**src/rtl/mbus_pkg.sv**
```systemverilog
package mbus_pkg;
   typedef struct packed {
      logic mode;
      logic cs_n;
      logic as;
      logic ds;
      logic rw;
      logic blk;
   } ctl_t;

   localparam int CTL_W = $bits(ctl_t);
   localparam ctl_t CTL_IDLE = '{mode: 1'b0, cs_n: 1'b1, as: 1'b0,
                                 ds: 1'b0, rw: 1'b1, blk: 1'b0};
endpackage

```
**src/rtl/mbus_sync.sv**
```systemverilog
module mbus_sync #(
   parameter int W = 1,
   parameter int STAGES = 2,
   parameter logic [W-1:0] RST_VAL = '0
) (
   input  logic         clk,
   input  logic         rst_n,
   input  logic [W-1:0] d,
   output logic [W-1:0] q
);
   logic [W-1:0] chain [STAGES];

   generate
      for (genvar i = 0; i < STAGES; i++) begin : g_stage
         if (i == 0) begin : g_first
            always_ff @(posedge clk or negedge rst_n)
               if (!rst_n) chain[i] <= RST_VAL;
               else        chain[i] <= d;
         end else begin : g_next
            always_ff @(posedge clk or negedge rst_n)
               if (!rst_n) chain[i] <= RST_VAL;
               else        chain[i] <= chain[i-1];
         end
      end
   endgenerate

   assign q = chain[STAGES-1];
endmodule

```
**src/rtl/mbus_decode.sv**
```systemverilog
module mbus_decode
   import mbus_pkg::*;
#(
   parameter int BUS_W = 8
) (
   input  logic             clk,
   input  logic             rst_n,
   input  ctl_t             cur,
   input  logic [BUS_W-1:0] cur_ad,
   output logic [BUS_W-1:0] addr_q,
   output logic [BUS_W-1:0] wdata_q,
   output logic             rd_req_q,
   output logic             wr_req_q,
   output logic             rd_win_q
);
   ctl_t             prv;
   logic [BUS_W-1:0] prv_ad;
   logic             access_ok;
   logic             as_fall;
   logic             rd_win;
   logic             wr_evt;

   always_ff @(posedge clk or negedge rst_n)
      if (!rst_n) begin
         prv    <= CTL_IDLE;
         prv_ad <= '0;
      end else begin
         prv    <= cur;
         prv_ad <= cur_ad;
      end

   always_comb begin
      access_ok = !cur.cs_n && !cur.blk;
      as_fall   = prv.as && !cur.as && !cur.cs_n;
      if (cur.mode) begin
         rd_win = access_ok && cur.ds && cur.rw;
         wr_evt = access_ok && prv.ds && !cur.ds && !cur.rw;
      end else begin
         rd_win = access_ok && !cur.ds;
         wr_evt = access_ok && !prv.rw && cur.rw;
      end
   end

   always_ff @(posedge clk or negedge rst_n)
      if (!rst_n) begin
         addr_q   <= '0;
         wdata_q  <= '0;
         rd_req_q <= 1'b0;
         wr_req_q <= 1'b0;
         rd_win_q <= 1'b0;
      end else begin
         if (as_fall) addr_q <= prv_ad;
         if (wr_evt) wdata_q <= prv_ad;
         rd_req_q <= rd_win && !rd_win_q;
         wr_req_q <= wr_evt;
         rd_win_q <= rd_win;
      end
endmodule

```
**src/rtl/mbus_rdpath.sv**
```systemverilog
module mbus_rdpath #(
   parameter int BUS_W = 8
) (
   input  logic             clk,
   input  logic             rst_n,
   input  logic             rd_req,
   input  logic             rd_win,
   input  logic             cs_n_raw,
   input  logic             blk_raw,
   input  logic [BUS_W-1:0] rd_data,
   output logic [BUS_W-1:0] dout,
   output logic             oe
);
   logic rd_pend;

   always_ff @(posedge clk or negedge rst_n)
      if (!rst_n) begin
         rd_pend <= 1'b0;
         dout    <= '0;
      end else begin
         rd_pend <= rd_req;
         if (rd_pend) dout <= rd_data;
      end

   assign oe = rd_win && !cs_n_raw && !blk_raw;
endmodule

```
**src/rtl/mbus_slave.sv**
```systemverilog
module mbus_slave
   import mbus_pkg::*;
#(
   parameter int BUS_W = 8,
   parameter int SYNC_STAGES = 2
) (
   input  logic             clk,
   input  logic             rst_n,
   input  logic             mode_sel,
   input  logic             sel_n,
   input  logic             addr_stb,
   input  logic             data_stb,
   input  logic             dir,
   input  logic             lock,
   input  logic [BUS_W-1:0] bus_in,
   output logic [BUS_W-1:0] bus_out,
   output logic             bus_oe,
   output logic             rd_req,
   output logic             wr_req,
   output logic [BUS_W-1:0] req_addr,
   output logic [BUS_W-1:0] wr_data,
   input  logic [BUS_W-1:0] rd_data
);
   generate
      if (SYNC_STAGES < 2) begin : g_bad_sync
         $error("mbus_slave: SYNC_STAGES must be at least 2");
      end
      if (BUS_W < 1) begin : g_bad_width
         $error("mbus_slave: BUS_W must be positive");
      end
   endgenerate

   ctl_t             raw_ctl;
   ctl_t             s_ctl;
   logic [BUS_W-1:0] s_ad;
   logic             win;

   assign raw_ctl = '{mode: mode_sel, cs_n: sel_n, as: addr_stb,
                      ds: data_stb, rw: dir, blk: lock};

   mbus_sync #(.W(CTL_W), .STAGES(SYNC_STAGES), .RST_VAL(CTL_IDLE)) u_sync_ctl (
      .clk(clk), .rst_n(rst_n), .d(raw_ctl), .q(s_ctl)
   );

   mbus_sync #(.W(BUS_W), .STAGES(SYNC_STAGES), .RST_VAL('0)) u_sync_ad (
      .clk(clk), .rst_n(rst_n), .d(bus_in), .q(s_ad)
   );

   mbus_decode #(.BUS_W(BUS_W)) u_dec (
      .clk(clk), .rst_n(rst_n), .cur(s_ctl), .cur_ad(s_ad),
      .addr_q(req_addr), .wdata_q(wr_data),
      .rd_req_q(rd_req), .wr_req_q(wr_req), .rd_win_q(win)
   );

   mbus_rdpath #(.BUS_W(BUS_W)) u_rd (
      .clk(clk), .rst_n(rst_n), .rd_req(rd_req), .rd_win(win),
      .cs_n_raw(sel_n), .blk_raw(lock), .rd_data(rd_data),
      .dout(bus_out), .oe(bus_oe)
   );
endmodule

```
**config.mk**
```make
export PLATFORM = sky130hd
export DESIGN_NAME = mbus_slave
export DESIGN_NICKNAME = d
export VERILOG_FILES = /design/src/rtl/mbus_pkg.sv /design/src/rtl/mbus_sync.sv /design/src/rtl/mbus_decode.sv /design/src/rtl/mbus_rdpath.sv /design/src/rtl/mbus_slave.sv
export SDC_FILE = /design/constraint.sdc
export NUM_CORES = 1
export LEC_CHECK = 0
export BUFFER_PORTS_ARGS = -buffer_cell sky130_fd_sc_hd__clkbuf_2
export CORE_ASPECT_RATIO = 1.5
export CORE_MARGIN = 4
export CORE_UTILIZATION = 46
export CTS_CLUSTER_SIZE = 10
export DETAILED_ROUTE_END_ITERATION = 10
export PLACE_DENSITY = 0.69
export SLEW_MARGIN = 20
export SYNTH_ARGS = -nofsm -noshare
export SYNTH_HDL_FRONTEND = slang
export SYNTH_SLANG_ARGS = --single-unit
```
**constraint.sdc**
```tcl
create_clock -name clk -period 1.3 [get_ports clk]
set_input_delay 0 -clock clk [delete_from_list [all_inputs] [get_ports clk]]
set_output_delay 0 -clock clk [all_outputs]
set_load 0.1 [all_outputs]
```
Word-level counts from Yosys, hierarchy flattened
Cells that the tools add are included.

Register bits: 67. Input bits: 24. Output and inout port bits: 27. Word-level logic and storage cells: 40.

Multiplexer cells: 2. Reduce and logical (&&, ||, !) cells: 23.

Operators by type and width (count): $logic_and 1x1->1 (14); $logic_not 1->1 (9); $mux 1 (2).

Depth between registers and ports, before layout
Depth in word-level cells: 6. Depth in mapped cells: 3. Gate-level depth less buffers: 3.

By module
A second synthesis with hierarchy kept.

Cells, all modules: 117. Area total of the unflattened synthesis: 2202.1 um^2.

By module, submodules not included: mbus_decode (instances 1, cells each 56, area each 1027.2 um^2, sequential area each 752.0 um^2); mbus_sync at u_sync_ad (instances 1, cells each 24, area each 460.4 um^2, sequential area each 400.4 um^2); mbus_rdpath (instances 1, cells each 19, area each 364.1 um^2, sequential area each 225.2 um^2); mbus_sync at u_sync_ctl (instances 1, cells each 18, area each 350.3 um^2, sequential area each 305.3 um^2).

Worst setup path after synthesis
Ideal clock, no wire load.

Path kind: reg-to-output. Start: reg u_dec.rd_win_q. End: out bus_oe. Data arrival time: 2507 ps. Data required time: 1300 ps. Setup slack: -1207 ps. Cell stages (with the launch flop): 2. Path buffers: 0. Cell sequence: dfrtp_1 nor3b_1.

Longest elaborated chain between the ends: 2.

Ends and longest elaborated chain: start, declared (line mbus_decode.sv:14) `output logic rd_win_q`; start signal, assigned (line mbus_decode.sv:56) `rd_win_q <= rd_win;`; $logic_and 1x1->1 (2 in series) (line mbus_rdpath.sv:25) `assign oe = rd_win && !cs_n_raw && !blk_raw;`; end, declared (line mbus_slave.sv:17) `output logic bus_oe,`.

Every way passes these cells.

Worst setup path in the final report
Start: reg u_sync_ctl.chain (netlist bit u_sync_ctl.q[1]). End: reg u_dec.wdata_q[7].

Longest elaborated chain between the ends: 3. Elaborated cells between the ends (all ways): 4. Those cells by class: 1 x mux; 3 x reduce/logical.

Ends and longest elaborated chain: start, declared (line mbus_sync.sv:11) `logic [W-1:0] chain [STAGES];`; start signal, assigned by index (line mbus_sync.sv:22) `else chain[i] <= chain[i-1];`; $logic_not 1->1 (line mbus_decode.sv:37) `wr_evt = access_ok && prv.ds && !cur.ds && !cur.rw;`; $logic_and 1x1->1 (line mbus_decode.sv:37); $mux 1 * (line mbus_decode.sv:35) `if (cur.mode) begin`; end signal, assigned (line mbus_decode.sv:53) `if (wr_evt) wdata_q <= prv_ad;`; end, declared (line mbus_decode.sv:11) `output logic [BUS_W-1:0] wdata_q,`.

Every way passes the cells marked *; elsewhere a longest branch is shown, timed or not. A chain may end at the register's enable or synchronous reset.

==> run_summary.xml <==
<?xml version="1.0" encoding="UTF-8"?>
<metrics>
  <group name="logic_synthesis">
    <metric name="synth_top_cell_area_share" unit="">0.739</metric>
    <metric name="synth.top_cells.by_area" unit="">sky130_fd_sc_hd__dfrtp_1 74%, sky130_fd_sc_hd__mux2_2 7.0%, sky130_fd_sc_hd__dfstp_2 6.3%, sky130_fd_sc_hd__mux2_4 5.7%, sky130_fd_sc_hd__mux2_1 1.6%</metric>
    <metric name="yosysTopAreaCell" unit="">sky130_fd_sc_hd__dfrtp_1</metric>
    <metric name="post_synth_inst_count" unit="">103</metric>
    <metric name="ys_types" unit="">17</metric>
    <metric name="ys.warnings.count" unit="">0</metric>
    <metric name="synthesis.area_per_instance" unit="um^2">20.4</metric>
    <metric name="ys_ff_latch" unit="">67</metric>
    <metric name="seq_area_frac_synth" unit="">0.802</metric>
    <metric name="syn_nets" unit="">127</metric>
    <metric name="syn_area" unit="um^2">2100</metric>
  </group>
  <group name="power">
    <metric name="irDropWorstVdd" unit="uV">1370</metric>
    <metric name="cellInternalPower" unit="mW">3.70</metric>
    <metric name="power.clock.fraction" unit="">0.278</metric>
    <metric name="switching_share" unit="">0.388</metric>
    <metric name="fin_total_pwr" unit="mW">6.05</metric>
    <metric name="pwr-share-comb" unit="">0.315</metric>
    <metric name="power.switching" unit="mW">2.35</metric>
    <metric name="leakagePower" unit="nW">1.42</metric>
    <metric name="sequentialPowerShare" unit="">0.407</metric>
    <metric name="power.density_cell_area" unit="nW/um^2">2050</metric>
  </group>
  <group name="drt">
    <metric name="vias" unit="">1134</metric>
    <metric name="detail_route.vias_per_cell" unit="">4.69</metric>
    <metric name="drtPass1Iterations" unit="">3</metric>
    <metric name="wire_per_inst" unit="um">14.5</metric>
    <metric name="dr.first_iter.drc_count" unit="">14</metric>
    <metric name="wirelength" unit="um">3500</metric>
    <metric name="route.antenna.remaining_nets" unit="">0</metric>
    <metric name="detail_route.drc_violations" unit="">0</metric>
  </group>
  <group name="floorplan">
    <metric name="die_y" unit="um">90.7</metric>
    <metric name="boundaryPins" unit="">51</metric>
    <metric name="effective_utilization_at_floorplan" unit="">0.486</metric>
    <metric name="die_w" unit="um">63.1</metric>
    <metric name="fp-row-count" unit="">29</metric>
    <metric name="dieArea" unit="um^2">5730</metric>
    <metric name="core_area" unit="um^2">4320</metric>
  </group>
  <group name="clocking">
    <metric name="clk_path_buf_depth" unit="">2</metric>
    <metric name="cts.clk_slew.worst_paths" unit="ns">0.06</metric>
    <metric name="clock-sinks" unit="">67</metric>
    <metric name="cts.repair.resized" unit="">0</metric>
    <metric name="tritoncts_clock_tree" unit="">done</metric>
    <metric name="clk-insertion-delay-late" unit="ns">0.32</metric>
    <metric name="root_buffer" unit="">sky130_fd_sc_hd__clkbuf_8</metric>
    <metric name="cts_buffers" unit="">9</metric>
    <metric name="h-tree-depth" unit="">3</metric>
  </group>
  <group name="placement">
    <metric name="placedCellCount" unit="">202</metric>
    <metric name="pre_cts_ws" unit="ns">-0.180</metric>
    <metric name="port_buffers" unit="">50</metric>
    <metric name="detailedPlacementHpwl" unit="um">2360</metric>
    <metric name="gp_congestion" unit="">0.677</metric>
    <metric name="dpl_cell_area" unit="um^2">2500</metric>
  </group>
  <group name="sta">
    <metric name="hold_viol_final" unit="">0</metric>
    <metric name="final.setup_skew" unit="ns">0.00272</metric>
    <metric name="final.period_utilization" unit="">1.11</metric>
    <metric name="final_worst_path_period_need" unit="ns">1.45</metric>
    <metric name="setup_viol_count_final" unit="">8</metric>
    <metric name="worstMarginPinSlew" unit="ns">0.554</metric>
    <metric name="maxSlewHeadroom" unit="">0.632</metric>
    <metric name="setup-tns-final" unit="ns">-1.12</metric>
    <metric name="unrepaired_setup_endpoints_after_global_routing" unit="">true</metric>
    <metric name="report.final.slew_viol_count" unit="">0</metric>
    <metric name="timing.final.ws_setup" unit="ns">-0.146</metric>
    <metric name="max_freq" unit="MHz">691</metric>
  </group>
  <group name="hold_path">
    <metric name="hold_path.class" unit="">in2async</metric>
  </group>
  <group name="global_route">
    <metric name="global_route.overflow_total" unit="">0</metric>
    <metric name="maximum_number_of_pins_on_one_net_before_global_route_repair" unit="">26</metric>
    <metric name="antenna_found_initial" unit="">0</metric>
    <metric name="global_route_wire_length_before_repair" unit="um">5950</metric>
    <metric name="first_global_vias" unit="">1247</metric>
    <metric name="grt_util_overall" unit="">0.141</metric>
  </group>
  <group name="critical_path">
    <metric name="end_kind" unit="">flip-flop</metric>
    <metric name="crit_start_category" unit="">flip-flop</metric>
    <metric name="cp_slowest_stage_delay" unit="ns">0.58</metric>
    <metric name="cp_slowest_cell" unit="">sky130_fd_sc_hd__dfstp_2</metric>
    <metric name="worst-endpoint-required" unit="ns">1.51</metric>
    <metric name="timing.critical_path.arrival" unit="ns">1.65</metric>
    <metric name="critical_path.reg2reg.startpoint" unit="">u_sync_ctl.q[1]</metric>
    <metric name="timing.critical_path.fanout_max" unit="">9</metric>
    <metric name="worstPathBufferInverterCount" unit="">1</metric>
    <metric name="r2r_slack" unit="ns">-0.15</metric>
    <metric name="worst-r2r-cell-count" unit="">4</metric>
    <metric name="worstReg2RegEnd" unit="">u_dec.wdata_q[7]</metric>
    <metric name="path_cells" unit="">nor3b_4 -&gt; o21ai_4 -&gt; buf_12 -&gt; mux2_4</metric>
    <metric name="cpLargestDelayFamily" unit="">flip-flops</metric>
    <metric name="timing_worst_setup_path_type" unit="">reg2reg</metric>
  </group>
  <group name="final_layout">
    <metric name="post_route_cells_drive_above_1_share" unit="">0.510</metric>
    <metric name="diodes" unit="">0</metric>
    <metric name="nNetsFinal" unit="">215</metric>
    <metric name="area_growth" unit="%">40.6</metric>
    <metric name="final-instance-count-excl-fill" unit="">242</metric>
    <metric name="layout.cell_area.non_filler" unit="um^2">2950</metric>
    <metric name="layout_commonest_cell" unit="">sky130_fd_sc_hd__dfrtp_1</metric>
    <metric name="layout_common_cells" unit="">62 x sky130_fd_sc_hd__dfrtp_1, 48 x sky130_fd_sc_hd__clkbuf_2, 23 x sky130_fd_sc_hd__dlygate4sd3_1, 13 x sky130_fd_sc_hd__mux2_2, 11 x sky130_fd_sc_hd__clkbuf_8</metric>
  </group>
  <group name="run">
    <metric name="timing.max_cap.violations" unit="">0</metric>
  </group>
  <group name="status">
    <metric name="failing_checks" unit="">negative setup slack</metric>
    <metric name="outcome" unit="">finished, violations left</metric>
  </group>
</metrics>
-- power groups by stage --
stage | sequential [mW] | clock, mW | combinational, mW
final | 2.47 | 1.68 | 1.90
after global routing | 2.50 | 1.83 | 1.95
after CTS | 2.47 | 1.74 | 1.91
after detailed placement | 2.50 | 0 | 1.85
after global placement | 2.49 | 0 | 1.84
after floorplan | 3.78 | 0 | 0.225
-- routing by layer --
metal / GRT usage / vias up / wire (um)
met4: 0.0884 / 0 / 79
met2: 0.223 / 47 / 1830
li1: - / 527 / -
met5: 0 / - / 0
met3: 0.0573 / 6 / 276
met1: 0.156 / 554 / 1320
-- through the flow --
stage	hold WS [ns]	util
5_1_grt	0.216	0.683
3_5_place_dp	-0.00370	0.580
2_1_floorplan	-0.296	-
4_1_cts	0.183	0.683
6_report	0.179	0.683
3_3_place_gp	-0.0103	0.580
-- registers in the layout (all words and copies together), names as in the netlist --
signal / count
u_dec.rd_req_q: 1
u_sync_ad.chain: 8
u_dec.prv_ad: 8
u_sync_ctl.chain: 6
u_sync_ctl.q: 6
u_sync_ad.q: 8
u_rd.dout: 8
u_dec.addr_q: 8
u_rd.rd_pend: 1
u_dec.rd_win_q: 1
u_dec.wdata_q: 8
u_dec.wr_req_q: 1
u_dec.prv: 3
-- final cells by class --
cell class | instances | area, um^2
repair buffers | 78 | 583
clock buffers | 14 | 163
well taps | 46 | 57.6
fillers | 291 | 1370
clock inverters | 2 | 35.0
flip-flops and latches | 67 | 1680
inverters | 1 | 3.75
multi-input cells | 34 | 425
-- synthesized netlist by cell type --
cell type,count
sky130_fd_sc_hd__nor4bb_4,1
sky130_fd_sc_hd__nor4_1,1
sky130_fd_sc_hd__nor3_1,1
sky130_fd_sc_hd__clkbuf_1,1
sky130_fd_sc_hd__dfrtp_1,62
sky130_fd_sc_hd__mux2_2,13
sky130_fd_sc_hd__nand3_1,1
sky130_fd_sc_hd__mux2_1,3
sky130_fd_sc_hd__o21ai_4,1
sky130_fd_sc_hd__dfstp_2,5
sky130_fd_sc_hd__inv_2,1
sky130_fd_sc_hd__nor3b_2,1
sky130_fd_sc_hd__o21a_1,1
sky130_fd_sc_hd__nor2_1,1
sky130_fd_sc_hd__nor3b_4,1
sky130_fd_sc_hd__nor3b_1,1
sky130_fd_sc_hd__mux2_4,8
-- worst reg2reg max path: stages (launching register included) --
cell and delay (ns):
sky130_fd_sc_hd__dfstp_2 0.58, sky130_fd_sc_hd__nor3b_4 0.23, sky130_fd_sc_hd__o21ai_4 0.08, sky130_fd_sc_hd__buf_12 0.15
sky130_fd_sc_hd__mux2_4 0.30
-- how the worst max path moves through the flow --
stage | slack, ns | start | end | cells past startpoint
finish | -0.15 | u_sync_ctl.q[1] | u_dec.wdata_q[7] | 4
global placement | -0.12 | u_sync_ctl.q[1] | u_dec.wdata_q[2] | 3
floorplan | -0.07 | u_sync_ctl.q[1] | u_dec.wdata_q[0] | 3
global route | -0.18 | u_sync_ctl.q[1] | u_dec.wdata_q[4] | 4
CTS | -0.15 | u_sync_ctl.q[1] | u_dec.wdata_q[4] | 4
detailed placement | -0.18 | u_sync_ctl.q[1] | u_dec.wdata_q[4] | 3
-- cell families (layout without fill, tap and decap cells) --
logic type | Yosys count | after routing | share of synthesized area
buf+inv | 2 | 95 | 0.00357
mux | 24 | 24 | 0.143
compound gates | 2 | 2 | 0.0113
flops | 67 | 67 | 0.802
simple gates | 8 | 8 | 0.0399
-- what timing repair did --
item,in CTS,in global routing
endpoints found under the hold margin,41,0
buffers inserted,1,1
endpoints found under the setup margin,8,8
hold buffers,23,0
pin swaps,1,0
No activity file was read; power rests on OpenSTA's default activity.
